File: config.mk
export PLATFORM = sky130hd
export DESIGN_NAME = dma_xfer_channel
export DESIGN_NICKNAME = d
export VERILOG_FILES = /design/src/rtl/dma_xfer_channel.sv
export SDC_FILE = /design/constraint.sdc
export NUM_CORES = 1
export LEC_CHECK = 0
export BUFFER_PORTS_ARGS = -buffer_cell sky130_fd_sc_hd__buf_2
export CAP_MARGIN = 0
export CORE_ASPECT_RATIO = 0.5
export CORE_MARGIN = 2
export CORE_UTILIZATION = 55
export DETAILED_ROUTE_END_ITERATION = 6
export PLACE_DENSITY = 0.79
export SLEW_MARGIN = 20
export SYNTH_ARGS = -nofsm -noshare
export SYNTH_HDL_FRONTEND = slang
export SYNTH_SLANG_ARGS = --single-unit
File: constraint.sdc
create_clock -name clk -period 5.4 [get_ports clk]
set_clock_uncertainty 0.15 [all_clocks]
set_input_delay 0.27 -clock clk [delete_from_list [all_inputs] [get_ports clk]]
set_output_delay 0.27 -clock clk [all_outputs]
set_load 0.01 [all_outputs]
File: src/rtl/dma_xfer_channel.sv
`timescale 1ns/1ps
module dma_xfer_channel #(
  parameter int AW = 16,
  parameter int DW = 16,
  parameter int BURST_BEATS = 4,
  parameter int YIELD_CYCLES = 2
) (
  input  logic          clk,
  input  logic          rst_n,
  input  logic          reg_we,
  input  logic [1:0]    reg_sel,
  input  logic [AW-1:0] reg_wdata,
  input  logic          trig,
  input  logic          nmi,
  input  logic          bus_grant,
  input  logic [DW-1:0] mem_rdata,
  output logic          bus_req,
  output logic          mem_rd,
  output logic          mem_wr,
  output logic          mem_byte,
  output logic [AW-1:0] mem_addr,
  output logic [DW-1:0] mem_wdata,
  output logic          ch_enable,
  output logic          ch_irq,
  output logic          ch_abort
);
  localparam int WSTEP = DW / 8;
  localparam int BCW = $clog2(BURST_BEATS + 1);
  localparam int YCW = $clog2(YIELD_CYCLES + 1);

  typedef enum logic [2:0] {S_IDLE, S_REQ, S_RD, S_WR, S_YLD} st_t;
  st_t state;

  logic          en_q, sb_q, db_q, lvl_q, nmie_q, irq_q, abt_q;
  logic [2:0]    mode_q;
  logic [1:0]    sstep_q, dstep_q;
  logic [AW-1:0] src_q, dst_q, size_q, wsrc, wdst, wsize;
  logic [DW-1:0] data_q;
  logic          fresh, blk_act, sw_pend, trig_q, nmi_hit;
  logic [BCW-1:0] beat;
  logic [YCW-1:0] ycnt;

  wire is_single = (mode_q[1:0] == 2'b00);
  wire is_burst  = mode_q[1];
  wire rpt       = mode_q[2];
  wire ctl_wr    = reg_we && (reg_sel == 2'd0);
  wire nmi_now   = nmi_hit || (nmi && nmie_q);
  wire go_on     = en_q && (!lvl_q || trig);
  wire last      = (wsize == AW'(1));
  wire start_ok  = en_q && (size_q != '0) &&
                   (blk_act ? (!lvl_q || trig)
                            : (sw_pend || (lvl_q ? trig : (trig && !trig_q))));
  wire do_abort  = nmi_now && ((state == S_IDLE && blk_act) || state == S_REQ ||
                               state == S_YLD || state == S_WR);
  logic unused_bits;
  assign unused_bits = ^reg_wdata[AW-1:15];

  function automatic logic [AW-1:0] step(input logic [AW-1:0] a, input logic [1:0] m,
                                         input logic bytew);
    logic [AW-1:0] inc;
    inc = bytew ? AW'(1) : AW'(WSTEP);
    case (m)
      2'b10:   return a - inc;
      2'b11:   return a + inc;
      default: return a;
    endcase
  endfunction

  assign bus_req   = (state == S_REQ) || (state == S_RD) || (state == S_WR);
  assign mem_rd    = (state == S_RD);
  assign mem_wr    = (state == S_WR);
  assign mem_addr  = mem_rd ? wsrc : wdst;
  assign mem_byte  = mem_rd ? sb_q : db_q;
  assign mem_wdata = db_q ? {{(DW-8){1'b0}}, data_q[7:0]} : data_q;
  assign ch_enable = en_q;
  assign ch_irq    = irq_q;
  assign ch_abort  = abt_q;

  always_ff @(posedge clk or negedge rst_n) begin
    if (!rst_n) begin
      state <= S_IDLE;
      {en_q, sb_q, db_q, lvl_q, nmie_q, irq_q, abt_q} <= '0;
      mode_q <= '0; sstep_q <= '0; dstep_q <= '0;
      src_q <= '0; dst_q <= '0; size_q <= '0;
      wsrc <= '0; wdst <= '0; wsize <= '0; data_q <= '0;
      fresh <= 1'b1; blk_act <= 1'b0; sw_pend <= 1'b0; trig_q <= 1'b0; nmi_hit <= 1'b0;
      beat <= '0; ycnt <= '0;
    end else begin
      trig_q  <= trig;
      sw_pend <= ctl_wr && reg_wdata[1];
      if (nmi && nmie_q && (state != S_IDLE || blk_act)) nmi_hit <= 1'b1;
      if (reg_we) begin
        case (reg_sel)
          2'd0: begin
            en_q <= reg_wdata[0];     mode_q <= reg_wdata[4:2];
            sstep_q <= reg_wdata[6:5]; dstep_q <= reg_wdata[8:7];
            sb_q <= reg_wdata[9];     db_q <= reg_wdata[10];
            lvl_q <= reg_wdata[11];   nmie_q <= reg_wdata[12];
            irq_q <= reg_wdata[13];   abt_q <= reg_wdata[14];
          end
          2'd1:    begin src_q  <= reg_wdata; fresh <= 1'b1; end
          2'd2:    begin dst_q  <= reg_wdata; fresh <= 1'b1; end
          default: begin size_q <= reg_wdata; fresh <= 1'b1; end
        endcase
      end
      if (do_abort) begin
        en_q <= 1'b0; abt_q <= 1'b1; blk_act <= 1'b0; fresh <= 1'b1;
        nmi_hit <= 1'b0; beat <= '0; state <= S_IDLE;
      end else begin
        case (state)
          S_IDLE: begin
            nmi_hit <= 1'b0;
            if (!en_q) blk_act <= 1'b0;
            else if (start_ok) begin
              if (fresh && !blk_act) begin
                wsrc <= src_q; wdst <= dst_q; wsize <= size_q; fresh <= 1'b0;
              end
              if (!blk_act) beat <= '0;
              blk_act <= !is_single;
              state   <= S_REQ;
            end
          end
          S_REQ: begin
            if (!en_q) begin state <= S_IDLE; blk_act <= 1'b0; end
            else if (blk_act && lvl_q && !trig) state <= S_IDLE;
            else if (bus_grant) state <= S_RD;
          end
          S_RD: begin
            data_q <= sb_q ? {{(DW-8){1'b0}}, mem_rdata[7:0]} : mem_rdata;
            state  <= S_WR;
          end
          S_WR: begin
            if (last) begin
              irq_q <= 1'b1;
              wsrc <= src_q; wdst <= dst_q; wsize <= size_q; beat <= '0;
              if (!rpt) en_q <= 1'b0;
              if (rpt && is_burst) state <= S_REQ;
              else begin state <= S_IDLE; blk_act <= 1'b0; end
            end else begin
              wsrc  <= step(wsrc, sstep_q, sb_q);
              wdst  <= step(wdst, dstep_q, db_q);
              wsize <= wsize - AW'(1);
              if (is_single) state <= S_IDLE;
              else if (is_burst && beat == BCW'(BURST_BEATS - 1)) begin
                beat <= '0; ycnt <= '0; state <= S_YLD;
              end else begin
                if (is_burst) beat <= beat + BCW'(1);
                if (go_on) state <= bus_grant ? S_RD : S_REQ;
                else state <= S_IDLE;
              end
            end
          end
          S_YLD: begin
            if (ycnt == YCW'(YIELD_CYCLES - 1)) state <= S_REQ;
            else ycnt <= ycnt + YCW'(1);
          end
          default: state <= S_IDLE;
        endcase
      end
    end
  end

  AST_RD_THEN_WR: assert property (@(posedge clk) disable iff (!rst_n)
    mem_rd |=> (mem_wr && !mem_rd));
  AST_GRANT_FIRST: assert property (@(posedge clk) disable iff (!rst_n)
    $rose(mem_rd) |-> $past(bus_grant));
  AST_FLAG_AFTER_WRITE: assert property (@(posedge clk) disable iff (!rst_n)
    ($rose(ch_irq) && !$past(reg_we)) |-> $past(mem_wr));
  AST_ONESHOT_DISABLE: assert property (@(posedge clk) disable iff (!rst_n)
    ($rose(ch_irq) && !$past(reg_we) && !mode_q[2]) |-> !ch_enable);
  AST_ABORT_STOP: assert property (@(posedge clk) disable iff (!rst_n)
    ($rose(ch_abort) && !$past(reg_we)) |-> (!ch_enable && !bus_req));
  AST_NARROW_WRITE: assert property (@(posedge clk) disable iff (!rst_n)
    (mem_wr && mem_byte) |-> (mem_wdata[DW-1:8] == '0));
endmodule

==> results.tsv, run 1 <==
metric	value	unit
status	complete, no violations	
ys.flop_type	dfrtp_1	
die_area	15800	um^2
syn_area_per_cell	9.26	um^2
std_cell_rows	31	
synth_xor_xnor_area_share	2.38	%
synth.distinct_cells	67	
vias_per_cell	6.01	
syn-cell-area	8110	um^2
synth_cells	876	
worstMarginPinSlew	1060	ps
critical-path-max-stage-delay	820	ps
die_w	176	um
numCtsBuffers	17	
cap_violations	0	
clock-sinks	139	
synth.area.top_cells	dfrtp_1 (43%), mux2_2 (8.5%), nand2_1 (7.4%)	
yosys.area_share.adder	5.74	%
yosysSeqAreaShare	42.9	%
htree_num_levels	4	
ys_ff_latch	139	
totalWireLength	21.7	mm
final_common_cell	nand2_1	
cts_resized	0	
synth_top_area_share	42.6	%
syn_to_final_growth	15.1	%
hold_ws	13.6	ps
grtUsageTotal	28.5	%
fin_tns_setup	0	ps
drt_iter0_drc	672	
cp.required	4980	ps
cts_buffer_depth	2	
start_util	56.2	%
yosys.area_share.simple	18.5	%
nNetsFinal	1026	
synth_mux_area_share	10.1	%
clkTransAtPathRegs	60	ps
cp_max_fo	35	
cpMaxStageDelayCell	inv_1	
place_area	8550	um^2
finalSetupViolations	0	
ir_drop	0.291	mV
path_cells	nand2b_1 -> nand2b_1 -> buf_4 -> inv_1 -> nand2_1 -> nand2_1 -> buf_2	
routabilityCongestion	0.895	
path_class	reg2out	
synth_edf_count	0	
fmax	0.283	GHz
diodes	0	
synth-compound-area-share	16.3	%
vias	6975	
final_cell_mix	nand2_1 (161), dfrtp_1 (138), buf_2 (77), a21oi_1 (71), o21ai_0 (70)	
post-route-period-util	65.4	%
synth_top_family_by_area	simple AND/OR/NAND/NOR gates	
crit_family	buffers and inverters	
yosys_warnings	0	
fin_crit	3530	ps
grt.overflow.total	0	
slew_violations	0	
rsz0062_at_grt	false	
post-route-util	64.7	%
grt_pass1_vias	6775	
io_buffers	78	
drive_gt1_share	19.4	%
yosys.area.top_type	dfrtp_1	
grt_start_max_net_pins	88	
routedWlPerCell	18.7	um
pin_count	79	
hold_viol	0	
powerDensity	607	nW/um^2
rrSetupSlack	2010	ps
max_slew_margin	29.6	%
postRouteAntennaNets	0	
core_area	14400	um^2
grt_pass1_wl	35.2	mm
async_flop_share	100	%
crit_arrival	3110	ps
dp_hpwl	14.7	mm
die_y	89.9	um
syn-num-nets	952	
p_leak	4.29	nW
p_total	5.67	mW
drtPass1Iterations	6	
hp-class	in2reg	
antenna_found_initial	0	
root_buffer	clkbuf_16	
remaining_drc_errors	0	
end_kind	output port	
path_buf_inv	3	
stdcell_area	9340	um^2
cts_tree	done	
start_kind	flop	
insertion_delay	430	ps
[layout make-up]
cell class	instances	area [um^2]
multi-input combinational	673	4330
tap	198	248
inverter	16	60.1
clock buffer	22	454
sequential	139	3480
clock inverter	10	143
timing repair buffer	103	632
fill	1176	5090
[worst min-delay path, stage by stage]
cell	delay [ps]
buf_2	130
mux2i_1	90
nand2_1	60
[report_power, final]
part	total [mW]	internal (mW)	switching (mW)	leakage (nW)
clock	1.19	0.741	0.450	0.289
sequential	1.74	1.39	0.342	1.68
combinational	2.74	1.12	1.62	2.32
[metrics by stage]
step | cells | setup WS [ps]
floorplan | 876 | 2530
global placement | 1110 | 2100
detailed placement | 1110 | 1980
CTS | 1161 | 1910
global route | 1161 | 1680
finish | 1161 | 1870
[synthesized netlist by cell type, types with 3 or more instances]
cell type  number
and3_1          7
mux2i_1        13
o211ai_1        3
xnor2_1        14
nand2b_1        5
nand4_1         5
buf_4          11
a211o_1         3
nor3b_1         3
nand2_1       161
buf_6           5
inv_1          16
a21oi_1        72
o21a_1          6
nor2b_1        12
nand3b_1       12
nor3_1         23
nand3_1        18
o31ai_1         7
and2_1          6
ha_1           34
mux2_2         61
o21ai_1         3
a211oi_1       10
dfrtp_1       138
xor2_1          8
clkbuf_1       21
o21ai_0        70
nor2_1         47
buf_2           9
o22ai_1         3
nor4_1          7
a21o_1         17
[logic make-up (layout without fill, tap and decap cells)]
kind of cell | count (synthesis) | after routing
AND/OR/NAND/NOR | 321 | 321
AO/OA/AOI/OAI | 220 | 220
flip-flops | 139 | 139
multiplexers | 74 | 74
buffers and inverters | 64 | 151
adder cells (fa/ha/maj) | 36 | 36
XOR/XNOR | 22 | 22
[layer usage]
metal  vias to the layer above  routed length, um  share of wire (%)  GRT usage, %
li1                       3270                  -                  -             -
met4                         0                560                2.6          10.7
met5                         -                  0                  0             0
met3                        47               1400                6.5          4.95
met2                       275               9940                 46          45.1
met1                      3383               9800                 45          39.4
[state kept, by name, indices dropped and copies added, names as in the netlist, 2 cells and up]
name,flops
src_q,16
ycnt,2
wdst,16
data_q,16
state,3
sstep_q,2
size_q,16
mode_q,3
dst_q,16
wsize,16
beat,3
wsrc,16
dstep_q,2
[worst paths after layout]
| kind | to | cells after the start | startpoint |
|---|---|---|---|
| hold reg to reg | data_q[13] | 2 | data_q[13] |
| max in group asynchronous | data_q[8] | 3 | rst_n |
| min in group asynchronous | size_q[4] | 2 | rst_n |
| setup / recovery | mem_addr[2] | 7 | state[0] |
| hold / removal | ch_abort | 3 | reg_wdata[14] |
| setup reg to reg | wsrc[14] | 10 | sstep_q[1] |
[repair_timing]
| action | CTS | global route |
|---|---|---|
| hold buffers | 19 | 0 |
| setup buffers | 0 | 0 |
| endpoints found under the hold margin | 105 | 0 |
(Power assumes the default switching activity.)
==> run 2, diff against run 1 <==
Clock period 5.4 ns to 3.6 ns, I/O delays scaled along.
==> run 2 against run 1 <==
  * Flip-flop and latch count unchanged
  * Total power is 51% higher
  * First-iteration DRC count grew 1.5%
  * Register-to-register slack worse by 1700 ps
  * Combinational power up 52%
  * Sequential power grew 50%
  * Sequential share of layout area down 0.73 points
  * Final area up 2.0%
  * Non-clock buffer count is 23 higher
  * Wire length rose by 2.4%
  * Final cell count increased by 2.0%
==> results.tsv, run 2 (same netlist as run 1, synthesis figures left out) <==
metric	value	unit	change
crit_top_cell	o21ai_0		
cts_setup_buffers	0		unchanged
clock-sinks	139		unchanged
rrSetupSlack	300	ps	was 2010 ps
critical-path-max-stage-delay	430	ps	was 820 ps
drive_gt1_share	20.3	%	was 19.4%
die_w	176	um	unchanged
intPower	4.78	mW	was 3.25 mW
cpMaxStageDelayCell	dfrtp_1		was inv_1
routedWlPerCell	18.8	um	was 18.7 um
io_buffers	78		unchanged
gr-usage-met3	5.16	%	was 4.95%
vias	7170		was 6,975
p_comb_share	48.9	%	was 48.3%
ir_drop	0.413	mV	was 0.291 mV
dp_hpwl	15.0	mm	was 14.7 mm
start_kind	flop		unchanged
finalSetupViolations	0		unchanged
end_kind	flop		was output port
hold_viol	0		unchanged
totalWireLength	22.2	mm	was 21.7 mm
path_buf_inv	1		was 3
start_util	56.2	%	unchanged
sw_frac_of_total	44.0	%	was 42.6%
p_leak	4.38	nW	was 4.29 nW
die_area	15800	um^2	unchanged
fin_crit	3300	ps	
hp-class	in2reg		unchanged
final-seq-area	3480	um^2	about the same
final_cell_mix	nand2_1 (160), dfrtp_1 (137), buf_2 (77), a21oi_1 (71), o21ai_0 (70)		was nand2_1 (161), dfrtp_1 (138), buf_2 (77), a21oi_1 (71), o21ai_0 (70)
drt_iter0_drc	682		was 672
max_slew_margin	38.6	%	was 29.6%
top_usage_layer	met2		unchanged
syn_to_final_growth	17.5	%	was 15.1%
worstMarginPinSlew	918	ps	was 1060 ps
rsz0062_at_grt	false		unchanged
postRouteAntennaNets	0		unchanged
power_switching	3.75	mW	was 2.42 mW
multiInputGateArea	4320	um^2	was 4330 um^2
crit_family	compound AO/OA/AOI/OAI gates		was buffers and inverters
remaining_drc_errors	0		unchanged
cp.required	3780	ps	was 4980 ps
pin_count	79		unchanged
cts_tree	done		unchanged
power_frac_clock	20.6	%	was 21.0%
drtPass1Iterations	5		was 6
numCtsBuffers	17		unchanged
fmax	0.303	GHz	
htree_num_levels	4		unchanged
powerDensity	896	nW/um^2	was 607 nW/um^2
std_cell_rows	31		unchanged
crit_arrival	3480	ps	was 3110 ps
antenna_found_initial	0		unchanged
path_class	reg2reg		was reg2out
grt_start_max_net_pins	90		was 88
path_cells	and2_1 -> inv_1 -> ha_1 -> a211oi_1 -> o21ai_0 -> and2_1 -> a221oi_1 -> o21ai_0 -> xnor2_1 -> o21ai_0		was nand2b_1 -> nand2b_1 -> buf_4 -> inv_1 -> nand2_1 -> nand2_1 -> buf_2
grt_pass1_vias	6937		was 6,775
post-route-period-util	91.7	%	
nNetsFinal	1049		was 1,026
grt.overflow.total	0		unchanged
seqPwrFrac	30.6	%	about the same
grtUsageMet2	45.9	%	was 45.1%
insertion_delay	430	ps	about the same
cp_max_fo	13		was 35
clkTransAtPathRegs	70	ps	was 60 ps
vias_per_cell	6.06		was 6.01
diodes	0		unchanged
root_buffer	clkbuf_16		unchanged
slew_violations	0		unchanged
grt_pass1_wl	35.9	mm	was 35.2 mm
fill_cells	1067		was 1,176
final_common_cell	nand2_1		unchanged
grtUsageTotal	28.9	%	was 28.5%
core_area	14400	um^2	unchanged
fin_tns_setup	0	ps	unchanged
use_met1	39.5	%	was 39.4%
p_total	8.54	mW	was 5.67 mW
cts_buffer_depth	2		unchanged
cap_violations	0		unchanged
status	complete, no violations		unchanged
die_y	89.9	um	unchanged
routabilityCongestion	0.962		was 0.895
[run 2: worst paths after layout]
check	from	to	cells after the start
min in group asynchronous	rst_n	size_q[2]	2
worst max register to register	sstep_q[1]	wsrc[14]	10
worst max-delay path	sstep_q[1]	wsrc[14]	10
worst min-delay path	reg_we	fresh	4
max in group asynchronous	rst_n	wdst[14]	3
worst min register to register	data_q[13]	data_q[13]	2
[run 2: power by group through the flow]
stage                     registers [mW]  clock network (mW)  logic, mW
after detailed placement            2.60                   0       4.00
after global routing                2.67                1.85       4.63
after floorplan                     2.42                   0       3.12
after global placement              2.58                   0       3.87
final                               2.61                1.76       4.17
after CTS                           2.59                1.76       4.09
[run 2: timing repair]
action                                  4_1_cts  5_1_grt
hold endpoints to repair                    167        0
hold buffers                                 35        0
endpoints found under the setup margin        0        1
resized for setup                             0        2
[run 2: per-layer routing]
layer | wire [um] | up-vias
met4 | 644 | 0
li1 | - | 3299
met3 | 1750 | 59
met5 | 0 | -
met1 | 9520 | 3457
met2 | 10300 | 355
[run 2: metrics by stage]
stage	hold slack, ps	worst slack, ps	cell area [um^2]	instances	utilization, %
floorplan	-266	725	8110	876	-
global placement	150	523	8600	1117	59.6
detailed placement	155	367	8600	1117	59.6
CTS	2.26	342	9530	1184	66.0
global route	45.1	93.4	9530	1184	66.1
finish	10.1	300	9530	1184	66.1
[run 2: final cells by class]
cell class / instances / share of cell area [%]
timing repair buffer: 126 / 8.86
sequential: 139 / 36.5
multi-input combinational: 673 / 45.3
clock buffer: 17 / 4.46
tap: 198 / 2.60
inverter: 16 / 0.630
clock inverter: 15 / 1.60
[run 2: tightest hold or removal path, cell delays in order]
cell,delay [ps]
buf_2,120
o21a_1,110
nor2_1,80
o21ai_0,90
==> run 3, diff against run 2 <==
Settings changed: BUFFER_PORTS_ARGS -buffer_cell sky130_fd_sc_hd__buf_2 to default, DONT_BUFFER_PORTS from default to 1, PLACE_DENSITY 0.79 to 0.74.
==> run 3 against run 2 <==
  * Combinational power decreased by 6.5%
  * Flip-flop and latch count unchanged
  * Largest power group unchanged
  * Sequential share of layout area increased by 1.3 points
==> results.tsv, run 3 (same netlist as run 1, synthesis figures left out) <==
metric	value	unit	change
cp_max_fo	12		was 13
core_area	14400	um^2	unchanged
post-route-period-util	90.6	%	was 91.7%
grtUsageTotal	27.9	%	was 28.9%
postCtsHoldBufs	41		was 35
hold_viol	0		unchanged
post-route-util	63.7	%	was 66.1%
io_buffers	0		was 78
final-seq-area	3480	um^2	about the same
routedWlPerCell	19.0	um	was 18.8 um
vias	6681		was 7,170
status	complete, no violations		unchanged
slew_violations	0		unchanged
finalSetupViolations	0		unchanged
vias_per_cell	6.01		was 6.06
antenna_found_initial	0		unchanged
hp-class	in2reg		unchanged
fin_ws	338	ps	was 300 ps
start_util	56.2	%	unchanged
drt_iter0_drc	482		was 682
cts_resized	0		unchanged
grt.overflow.total	0		unchanged
cts_tree	done		unchanged
fill_cells	1168		was 1,067
nNetsFinal	976		was 1,049
cap_violations	0		unchanged
powerDensity	896	nW/um^2	about the same
path_buf_inv	0		was 1
std_cell_rows	31		unchanged
crit_family	compound AO/OA/AOI/OAI gates		unchanged
remaining_drc_errors	0		unchanged
start_kind	flop		unchanged
drtPass1Iterations	5		unchanged
crit_arrival	3440	ps	was 3480 ps
max_slew_margin	34.7	%	was 38.6%
grt_pass1_wl	34.6	mm	was 35.9 mm
final_cell_mix	nand2_1 (161), dfrtp_1 (138), a21oi_1 (71), o21ai_0 (70), mux2_2 (61)		was nand2_1 (160), dfrtp_1 (137), buf_2 (77), a21oi_1 (71), o21ai_0 (70)
drive_gt1_share	13.0	%	was 20.3%
postRouteAntennaNets	0		unchanged
place_area	8190	um^2	was 8600 um^2
end_kind	flop		unchanged
cts_buffer_depth	2		unchanged
critical-path-max-stage-delay	660	ps	was 430 ps
path_cells	nand3_1 -> fa_1 -> a211oi_1 -> nor2_1 -> o221ai_1 -> o21ai_0 -> a311oi_1 -> xor2_1 -> o31ai_1		was and2_1 -> inv_1 -> ha_1 -> a211oi_1 -> o21ai_0 -> and2_1 -> a221oi_1 -> o21ai_0 -> xnor2_1 -> o21ai_0
fmax	0.307	GHz	was 0.303 GHz
worstMarginPinSlew	976	ps	was 918 ps
die_y	89.9	um	unchanged
place_inst	1038		was 1,117
path_class	reg2reg		unchanged
die_area	15800	um^2	unchanged
fin_tns_setup	0	ps	unchanged
grt_pass1_vias	6585		was 6,937
clkTransAtPathRegs	60	ps	was 70 ps
insertion_delay	420	ps	was 430 ps
stdcell_area	9200	um^2	was 9530 um^2
pin_count	79		unchanged
rsz0062_at_grt	false		unchanged
cpMaxStageDelayCell	dfrtp_1		unchanged
totalWireLength	21.1	mm	was 22.2 mm
root_buffer	clkbuf_16		unchanged
multiInputGateArea	4320	um^2	about the same
numCtsBuffers	17		unchanged
ir_drop	0.414	mV	was 0.413 mV
final_common_cell	nand2_1		unchanged
clock-sinks	139		unchanged
grt_start_max_net_pins	140		was 90
htree_num_levels	4		unchanged
p_leak	4.07	nW	was 4.38 nW
dp_hpwl	14.3	mm	was 15.0 mm
die_w	176	um	unchanged
fin_crit	3260	ps	was 3300 ps
syn_to_final_growth	13.4	%	was 17.5%
diodes	0		unchanged
place_ws	354	ps	was 367 ps
fin_cells	1111		was 1,184
routabilityCongestion	0.890		was 0.962
cts_setup_buffers	0		unchanged
cp.required	3780	ps	about the same
[run 3: changes by cell type in the layout (fill, tap and decap cells not counted), moves of 2 or more]
cell	previous run	this run
inv_8	4	1
clkinv_2	2	0
clkinvlp_4	2	4
buf_2	77	0
dlygate4sd3_1	35	40
[run 3: routing by layer]
metal	up-vias	part of all wire [%]	global-route usage, %
met5	-	0	0
met4	0	1.4	8.95
met3	26	6.7	5.12
met2	232	45	42.9
met1	3257	47	40.1
li1	3166	-	-
[run 3: layout make-up]
class	count	area share [%]
well taps	198	2.69
multi-input cells	673	46.9
repair buffers	53	5.63
clock buffers	19	4.82
flip-flops and latches	139	37.8
clock inverters	13	1.44
inverters	16	0.653
[run 3: path summary, 6_finish.rpt]
path / startpoint / to / slack (ps) / depth (start not counted)
worst max-delay path: db_q / wdst[14] / 340 / 9
max in group asynchronous: rst_n / wsrc[14] / 2520 / 2
worst max register to register: db_q / wdst[14] / 340 / 9
min in group asynchronous: rst_n / wsize[1] / 260 / 2
worst min register to register: data_q[11] / data_q[11] / 310 / 2
worst min-delay path: reg_sel[1] / sw_pend / 40 / 3
[run 3: power breakdown]
group | switching (mW) | internal, mW | leakage (nW) | total [mW]
Combinational | 2.32 | 1.58 | 2.12 | 3.90
Sequential | 0.542 | 2.09 | 1.68 | 2.63
Clock | 0.726 | 0.986 | 0.270 | 1.71
[run 3: metrics by stage]
stage | hold slack [ps] | power, mW
detailed placement | -261 | 6.37
floorplan | -266 | 5.55
finish | 44.8 | 8.24
global placement | -261 | 6.25
CTS | 34.8 | 8.20
global route | 63.0 | 8.90
[run 3: worst reg2reg max path: stages, from the launching register on]
cell and delay [ps]:
dfrtp_1 660, nand3_1 220, fa_1 490, a211oi_1 320
nor2_1 120, o221ai_1 330, o21ai_0 210, a311oi_1 340
xor2_1 100, o31ai_1 220
